`src/rtl/bpg_pkg.sv`:
```
package bpg_pkg;
  localparam int ORBIT_DEF       = 3564;
  localparam int TRAIN_FILL_DEF  = 72;
  localparam int TRAIN_GAP_DEF   = 8;
  localparam int SHORT_TRAINS_DEF = 3;
  localparam int SHORT_GAP_DEF   = 30;
  localparam int LONG_TRAINS_DEF = 4;
  localparam int LONG_GAP_DEF    = 31;
  localparam int SEG_SHORTS_DEF  = 2;
  localparam int SEG_REPEATS_DEF = 3;
  localparam int TAIL_SHORTS_DEF = 3;
  localparam int END_GAP_DEF     = 81;
  localparam int CLK_PER_BX_DEF  = 2;

  function automatic int imax(input int a, input int b);
    return (a > b) ? a : b;
  endfunction

  function automatic int orbit_len(input int tf, input int tg, input int st, input int sg,
                                   input int lt, input int lg, input int ss, input int sr,
                                   input int ts, input int eg);
    int shrt, lng;
    shrt = st * (tf + tg) + sg;
    lng  = lt * (tf + tg) + lg;
    return sr * (ss * shrt + lng) + ts * shrt + eg;
  endfunction
endpackage

```
`src/rtl/bpg_phase.sv`:
```
module bpg_phase #(
  parameter int DIV = 2
) (
  input  logic clk,
  input  logic rst,
  input  logic en,
  output logic tick
);
  localparam int CW = (DIV > 2) ? $clog2(DIV) : 1;
  logic [CW-1:0] cnt_q;

  assign tick = en && (cnt_q == CW'(DIV - 1));

  always_ff @(posedge clk) begin
    if (rst) begin
      cnt_q <= '0;
    end else if (en) begin
      if (cnt_q == CW'(DIV - 1)) cnt_q <= '0;
      else                       cnt_q <= cnt_q + 1'b1;
    end
  end
endmodule

```
`src/rtl/bpg_xing_counter.sv`:
```
module bpg_xing_counter #(
  parameter int ORBIT = 3564,
  parameter int NW    = 12
) (
  input  logic          clk,
  input  logic          rst,
  input  logic          adv,
  output logic [NW-1:0] num
);
  logic [NW-1:0] num_q;
  assign num = num_q;

  always_ff @(posedge clk) begin
    if (rst) begin
      num_q <= '0;
    end else if (adv) begin
      if (num_q == NW'(ORBIT - 1)) num_q <= '0;
      else                         num_q <= num_q + 1'b1;
    end
  end
endmodule

```
`src/rtl/bpg_fill_walker.sv`:
```
module bpg_fill_walker
  import bpg_pkg::*;
#(
  parameter int TRAIN_FILL   = TRAIN_FILL_DEF,
  parameter int TRAIN_GAP    = TRAIN_GAP_DEF,
  parameter int SHORT_TRAINS = SHORT_TRAINS_DEF,
  parameter int SHORT_GAP    = SHORT_GAP_DEF,
  parameter int LONG_TRAINS  = LONG_TRAINS_DEF,
  parameter int LONG_GAP     = LONG_GAP_DEF,
  parameter int SEG_SHORTS   = SEG_SHORTS_DEF,
  parameter int SEG_REPEATS  = SEG_REPEATS_DEF,
  parameter int TAIL_SHORTS  = TAIL_SHORTS_DEF,
  parameter int END_GAP      = END_GAP_DEF
) (
  input  logic clk,
  input  logic rst,
  input  logic adv,
  output logic filled
);
  localparam int TRAIN_LEN = TRAIN_FILL + TRAIN_GAP;
  localparam int RUN_MAX   = imax(imax(TRAIN_LEN, END_GAP), imax(SHORT_GAP, LONG_GAP));
  localparam int SW  = $clog2(RUN_MAX + 1);
  localparam int TW  = $clog2(imax(SHORT_TRAINS, LONG_TRAINS) + 1);
  localparam int GW  = $clog2(imax(SEG_SHORTS, TAIL_SHORTS) + 1);
  localparam int SGW = $clog2(SEG_REPEATS + 1);

  logic [SW-1:0]  slot_q;
  logic [TW-1:0]  train_q;
  logic [GW-1:0]  grp_q;
  logic [SGW-1:0] seg_q;
  logic           in_gap_q;
  logic           end_q;

  logic           tail, long_grp, last_grp, last_train;
  logic [SW-1:0]  gap_m1;

  always_comb begin
    tail       = (seg_q == SGW'(SEG_REPEATS));
    long_grp   = !tail && (grp_q == GW'(SEG_SHORTS));
    last_grp   = tail ? (grp_q == GW'(TAIL_SHORTS - 1)) : long_grp;
    last_train = long_grp ? (train_q == TW'(LONG_TRAINS - 1))
                          : (train_q == TW'(SHORT_TRAINS - 1));
    gap_m1     = long_grp ? SW'(LONG_GAP - 1) : SW'(SHORT_GAP - 1);
    filled     = !end_q && !in_gap_q && (slot_q < SW'(TRAIN_FILL));
  end

  always_ff @(posedge clk) begin
    if (rst) begin
      slot_q   <= '0;
      train_q  <= '0;
      grp_q    <= '0;
      seg_q    <= '0;
      in_gap_q <= 1'b0;
      end_q    <= 1'b0;
    end else if (adv) begin
      if (end_q) begin
        if (slot_q == SW'(END_GAP - 1)) begin
          slot_q <= '0;
          seg_q  <= '0;
          grp_q  <= '0;
          end_q  <= 1'b0;
        end else begin
          slot_q <= slot_q + 1'b1;
        end
      end else if (!in_gap_q) begin
        if (slot_q == SW'(TRAIN_LEN - 1)) begin
          slot_q <= '0;
          if (last_train) begin
            train_q  <= '0;
            in_gap_q <= 1'b1;
          end else begin
            train_q <= train_q + 1'b1;
          end
        end else begin
          slot_q <= slot_q + 1'b1;
        end
      end else begin
        if (slot_q == gap_m1) begin
          slot_q   <= '0;
          in_gap_q <= 1'b0;
          if (last_grp) begin
            grp_q <= '0;
            if (tail) end_q <= 1'b1;
            else      seg_q <= seg_q + 1'b1;
          end else begin
            grp_q <= grp_q + 1'b1;
          end
        end else begin
          slot_q <= slot_q + 1'b1;
        end
      end
    end
  end
endmodule

```
`src/rtl/bunch_pattern_gen.sv`:
```
module bunch_pattern_gen
  import bpg_pkg::*;
#(
  parameter int TRAIN_FILL   = TRAIN_FILL_DEF,
  parameter int TRAIN_GAP    = TRAIN_GAP_DEF,
  parameter int SHORT_TRAINS = SHORT_TRAINS_DEF,
  parameter int SHORT_GAP    = SHORT_GAP_DEF,
  parameter int LONG_TRAINS  = LONG_TRAINS_DEF,
  parameter int LONG_GAP     = LONG_GAP_DEF,
  parameter int SEG_SHORTS   = SEG_SHORTS_DEF,
  parameter int SEG_REPEATS  = SEG_REPEATS_DEF,
  parameter int TAIL_SHORTS  = TAIL_SHORTS_DEF,
  parameter int END_GAP      = END_GAP_DEF,
  parameter int CLK_PER_BX   = CLK_PER_BX_DEF,
  parameter int ORBIT = orbit_len(TRAIN_FILL, TRAIN_GAP, SHORT_TRAINS, SHORT_GAP, LONG_TRAINS,
                                  LONG_GAP, SEG_SHORTS, SEG_REPEATS, TAIL_SHORTS, END_GAP),
  parameter int NW    = $clog2(ORBIT)
) (
  input  logic          clk,
  input  logic          rst,
  input  logic          en,
  output logic          bx_strobe,
  output logic [NW-1:0] bx_num,
  output logic          bx_filled,
  output logic          orbit_start
);
  logic          tick;
  logic          slot_full;
  logic [NW-1:0] cur_num;

  bpg_phase #(.DIV(CLK_PER_BX)) u_phase (
    .clk(clk), .rst(rst), .en(en), .tick(tick)
  );

  bpg_xing_counter #(.ORBIT(ORBIT), .NW(NW)) u_xing (
    .clk(clk), .rst(rst), .adv(tick), .num(cur_num)
  );

  bpg_fill_walker #(
    .TRAIN_FILL(TRAIN_FILL), .TRAIN_GAP(TRAIN_GAP),
    .SHORT_TRAINS(SHORT_TRAINS), .SHORT_GAP(SHORT_GAP),
    .LONG_TRAINS(LONG_TRAINS), .LONG_GAP(LONG_GAP),
    .SEG_SHORTS(SEG_SHORTS), .SEG_REPEATS(SEG_REPEATS),
    .TAIL_SHORTS(TAIL_SHORTS), .END_GAP(END_GAP)
  ) u_walk (
    .clk(clk), .rst(rst), .adv(tick), .filled(slot_full)
  );

  always_ff @(posedge clk) begin
    if (rst) begin
      bx_strobe   <= 1'b0;
      bx_num      <= '0;
      bx_filled   <= 1'b0;
      orbit_start <= 1'b0;
    end else begin
      bx_strobe <= tick;
      if (tick) begin
        bx_num      <= cur_num;
        bx_filled   <= slot_full;
        orbit_start <= (cur_num == '0);
      end else begin
        bx_filled   <= 1'b0;
        orbit_start <= 1'b0;
      end
    end
  end
endmodule

```
`config.mk`:
```
export PLATFORM = sky130hd
export DESIGN_NAME = bunch_pattern_gen
export DESIGN_NICKNAME = d
export VERILOG_FILES = /design/src/rtl/bpg_pkg.sv /design/src/rtl/bpg_phase.sv /design/src/rtl/bpg_xing_counter.sv /design/src/rtl/bpg_fill_walker.sv /design/src/rtl/bunch_pattern_gen.sv
export SDC_FILE = /design/constraint.sdc
export NUM_CORES = 1
export LEC_CHECK = 0
export BUFFER_PORTS_ARGS = -buffer_cell sky130_fd_sc_hd__buf_2
export CAP_MARGIN = 20
export CORE_ASPECT_RATIO = 0.9
export CORE_MARGIN = 5
export CORE_UTILIZATION = 30
export CTS_BUF_LIST = sky130_fd_sc_hd__clkbuf_16
export DETAILED_ROUTE_END_ITERATION = 8
export GPL_TIMING_DRIVEN = 0
export PLACE_DENSITY = 0.57
export SETUP_SLACK_MARGIN = 0.02
export SLEW_MARGIN = 40
export SYNTH_ARGS = -nofsm -noshare
export SYNTH_HDL_FRONTEND = slang
export SYNTH_SLANG_ARGS = --single-unit
```
`constraint.sdc`:
```
create_clock -name clk -period 3.5 [get_ports clk]
set_input_delay 0.7 -clock clk [delete_from_list [all_inputs] [get_ports clk]]
set_output_delay 0.7 -clock clk [all_outputs]
set_load 0.05 [all_outputs]
```
# --- Yosys cells after proc, flatten, opt, wreduce, memory -nomap -nowiden ---
# Cells that the tools add are included.
totals:
  reg_bits: 44
  inputBits: 3
  out_inout_bits: 15
  word_cells: 79
classes:
  n_addsub: 6
  magnitude_cmp: 1
  eq_ne: 10
  muxes: 31
  bitwise_logic: 3
  reduce_logical: 16
ops:
  columns: ["operator", "n"]
  rows:
  - ["$mux W7", 5]
  - ["$mux W2", 11]
  - ["$eq A7 B7 Y1 const B", 2]
  - ["$mux W1", 13]
  - ["$add A12 B1 Y12 const B", 1]
  - ["$eq A12 B12 Y1 const B", 1]
  - ["$logic_not A12 Y1", 1]
  - ["$mux W12", 1]
  - ["$reduce_and A4 Y1", 2]
  - ["$add A7 B1 Y7 const B", 1]
  - ["$eq A7 B7 Y1", 1]
  - ["$lt A7 B7 Y1 const B", 1]
  - ["$eq A3 B2 Y1 const B", 2]
  - ["$reduce_and A6 Y1", 1]
  - ["$reduce_bool A2 Y1", 3]
  - ["$add A2 B1 Y2 const B", 2]
  - ["$eq A2 B2 Y1 const B", 2]
  - ["$logic_and A1 B1 Y1", 4]
  - ["$add A3 B1 Y3 const B", 1]
  - ["$logic_not A1 Y1", 3]
  - ["$mux W3", 1]
  - ["$not A1 Y1", 3]
  - ["$ne A2 B1 Y1 const B", 1]
  - ["$ne A2 B2 Y1 const B", 1]
  - ["3 further kinds", 3]

# --- Longest topological paths before layout ---
logic_depth:
  ltp_word: 8
  ltp_mapped: 7
  mapped_depth_nobuf: 7

# --- Modules after synthesis ---
# From an unflattened synthesis, not the netlist that was laid out.
unflattened:
  hier_cells: 232
  hier_area_um2: 2175.8
modules_own_cells:
  columns: ["mod", "instances", "cells_per_inst", "area_per_inst_um2", "seq_area_each_um2"]
  rows:
  - ["bpg_fill_walker", 1, 119, 1043.5, 320.3]
  - ["bpg_xing_counter", 1, 62, 569.3, 240.2]
  - ["bunch_pattern_gen", 1, 47, 523.0, 300.3]
  - ["bpg_phase", 1, 4, 40.0, 20.0]

# --- Least setup slack after synthesis ---
# No wires, ideal clock.
synth_timing:
  kind: "reg2reg"
  from: "register u_walk.seg_q[0]"
  to: "register u_walk.grp_q[1]"
  setup_ns: 0.070
  arrival_time_ns: 1.857
  t_required_ns: 3.430
  setup_slack_ns: 1.574
  stages_incl_launch_ff: 7
  n_path_buf: 0
  period_less_slack_ns: 1.926
  cell_sequence: "dfxtp_1 -> ha_1 -> nor3b_2 -> mux2i_1 -> a32oi_1 -> or4_1 -> a21oi_1"
synth_via:
  elab_chain_len: 8
  elab_cells_between_ends: 12
  cone_classes: "2 x eq/ne; 6 x mux; 4 x reduce/logical"
synth_rtl:
  columns: ["element", "line_no", "source"]
  rows:
  - ["from (decl)", "bpg_fill_walker.sv:30", "logic [SGW-1:0] seg_q;"]
  - ["from (signal assigned)", "bpg_fill_walker.sv:84", "else seg_q <= seg_q + 1'b1;"]
  - ["$eq A2 B2 Y1 (*)", "bpg_fill_walker.sv:38", "tail = (seg_q == SGW'(SEG_REPEATS));"]
  - ["branches (longest 7 deep; another with $eq A7 B7 Y1)", null, null]
  - ["to (signal assigned)", "bpg_fill_walker.sv:86", "grp_q <= grp_q + 1'b1;"]
  - ["to (decl)", "bpg_fill_walker.sv:29", "logic [GW-1:0] grp_q;"]
# Mark *: on every way between the ends. The select of a mux whose other input is x is not followed.
# A chain may end at the register's enable or synchronous reset.

# --- Final worst setup path ---
# Ends and elaborated chain as after synthesis.

==> results.txt <==
outcome - complete, no violations
worst r2r src - u_walk.seg_q[0]
crit path buf inv count - 0
post-CTS resize count - 0
Sink Count - 44
vias in the first global route - 1,575
ys flop type - dfxtp_1
commonest non-fill, non-tap cell in the layout - nand2_1
clock latency on the worst-skew pair - 0.28 ns
CP max FO - 5
CTS H-Tree Depth - 2
Post-CTS Hold Buffers - 0
pwr dens - 454.2 nW/um^2
DR vias - 1,660
CP startpoint - u_walk.seg_q[0]
first-pass GRT wire length - 7714 um
Leak - 0.9008 nW
crit path cell chain - ha_1 > nor3b_2 > mux2i_1 > a32oi_1 > or4_1 > a21oi_1
clock skew - 0.004554 ns
number of setup buffers added after CTS - 0
Initial Util - 31.16%
Tcrit/Tclk final - 62.63%
Req. time, crit path - 3.72 ns
antenna violations before repair - 0
Top delay family on crit path - simple AND/OR/NAND/NOR gates
worst reg2reg path endpoint - u_walk.grp_q[1]
nets@finish - 271
HP Start - bx_num[6]
worst setup path endpoint - u_walk.grp_q[1]
Pre-antenna DRT Iters - 4
Worst path max stage delay - 0.49 ns
Post-DP Area - 2256 sq um
core area - 6621 sq um
Max Root-Sink Buffers - 2
Async SR Flop Fraction - 0%
Yosys reg bits - 44
die area - 8638 sq um
share of cells above drive strength 1 - 15.59%
initial detailed-routing violation count - 103
Ys Warns - 0
final setup violation count - 0
final slew viol count - 0
CTS Root Cell - clkbuf_16
max-cap violations - 0
synthesized instance count - 239
R2R setup slack - 1.31 ns
Die Wd - 97.42 um
CP max-delay cell - or4_1
setup TNS - 0 ns
library cells used by synthesis - 47
number of port buffers - 16
Mapped Area - 2063 sq um
max_slew headroom - 63.63%
GRT Total Usage - 11.15%
Fmax achieved - 456.2 MHz
Post-Syn Area per Cell - 8.633 sq um
Final min period - 2.192 ns
drt drc - 0
WL per Instance - 13.01 um
Area Overhead vs Synth - 17.65%
# fillers - 696
hpwl dp - 3345 um
routability congestion estimate - 0.8013
CTS clk-pin slew, worst paths - 0.06 ns
EDFF count, synth - 0
vias per inst - 4.703
CTS tree - yes
Seq/Total Area, Yosys - 42.69%
Die Y - 88.68 um
Worst Tran Pin Value - 0.5456 ns
Fin. Hold Viols - 0
CTS Buf Count - 5
dpl cells - 345
Antenna Cells - 0
R2R depth - 6
WP data arrival - 2.41 ns
largest net degree at the start of global routing - 16
Crit. End Element - flip-flop
Worst Hold Class - flip-flop to flip-flop
Net Count, Synth - 248
Critical Path Source Type - flip-flop
post-route cell area - 2427 sq um
Final Non-Filler Cells - 353
Crit Path Class - flip-flop to flip-flop
total congestion overflow - 0
RSZ-0062 raised after global routing - no
# IOs - 18
VDD IR max - 238.8 uV
Rows - 28
routed wire length - 4593 um
most frequent cells in the layout - 46 x nand2_1, 44 x dfxtp_1, 22 x a21oi_1
Crit. path cell count - 6
Final ANT Viol Nets - 0
## routing by layer
layer | GRT usage [%] | up-vias | routed length, um
met5 | 0 | - | 0
met4 | 5.660 | 0 | 57
met3 | 2.285 | 6 | 164
met2 | 17.11 | 29 | 2113
met1 | 14.99 | 754 | 2257
li1 | - | 871 | -
## where the power goes
part           internal [mW]  switching, mW  total, mW
clock network          0.339          0.199      0.538
logic                 0.0170         0.0356     0.0527
registers              0.506        0.00597      0.512
total                  0.862          0.241       1.10
## metrics by stage
step | power (mW) | util, % | hold WS [ns] | setup slack (ns)
final | 1.102 | 36.66 | 0.4564 | 1.308
after floorplan | 0.5602 | - | 0.4437 | 1.574
after global routing | 1.142 | 36.66 | 0.4889 | 1.175
after global placement | 0.5757 | 34.07 | 0.4438 | 1.256
after detailed placement | 0.5761 | 34.07 | 0.4459 | 1.256
after CTS | 1.114 | 36.66 | 0.4563 | 1.328
## Yosys cell counts (2+ instances only)
master	n	area [sq um]
o21ai_0	3	15.01
xor2_1	12	105.1
ha_1	6	75.07
inv_1	5	18.77
nor4_1	3	18.77
buf_2	3	15.01
a21oi_1	22	110.1
a211oi_1	2	15.01
xnor2_1	5	43.79
or4_1	2	15.01
nand3b_1	2	15.01
clkbuf_8	2	27.53
mux2i_1	2	20.02
clkbuf_1	3	11.26
and3_1	4	25.02
dfxtp_1	44	880.8
nand2b_1	4	25.02
nor2_1	15	56.30
a22oi_1	2	15.01
nand3_1	9	45.04
and2_1	2	12.51
nand4_1	7	43.79
nor4_4	2	42.54
buf_6	2	22.52
nand2_1	46	172.7
or3_1	4	25.02
nor3_1	6	30.03
## registers in the layout, indices dropped and copies added (netlist names), 2 cells and up
name	flops
u_xing.num	12
u_walk.slot_q	7
u_walk.seg_q	2
bx_num	12
u_walk.grp_q	2
u_walk.train_q	3
## worst min path at each step
stage / slack [ns] / endpoint / depth (start not counted)
after floorplan: 0.44 / u_walk.train_q[1] / 2
after global placement: 0.44 / bx_num[7] / 2
after detailed placement: 0.45 / bx_num[2] / 2
after CTS: 0.46 / bx_num[10] / 2
after global routing: 0.49 / bx_num[9] / 2
final: 0.46 / bx_num[6] / 2
## cell families after synthesis
kind of cell | count (synthesis) | share of synthesized area [%]
simple gates | 118 | 30.62
fa+ha+maj | 6 | 3.638
mux | 2 | 0.9703
xor+xnor | 17 | 7.216
compound gates | 35 | 9.703
flops | 44 | 42.69
buf+inv | 17 | 5.155
## worst min-delay path: stages (launching register included)
cell and delay [ns]:
dfxtp_1 0.31, nand2_1 0.05, a21oi_1 0.05
## area by class of cell
class                           instances  area [sq um]  area share, %
Buffer                                 12         87.58          3.608
Clock inverter                          3         46.29          1.907
Tap cell                               90         112.6          4.639
Sequential cell                        44         880.8          36.29
Clock buffer                            5         125.1          5.155
Multi-Input combinational cell        178          1076          44.33
Timing Repair Buffer                   16         80.08          3.299
Inverter                                5         18.77         0.7732
(Power assumes the default switching activity.)
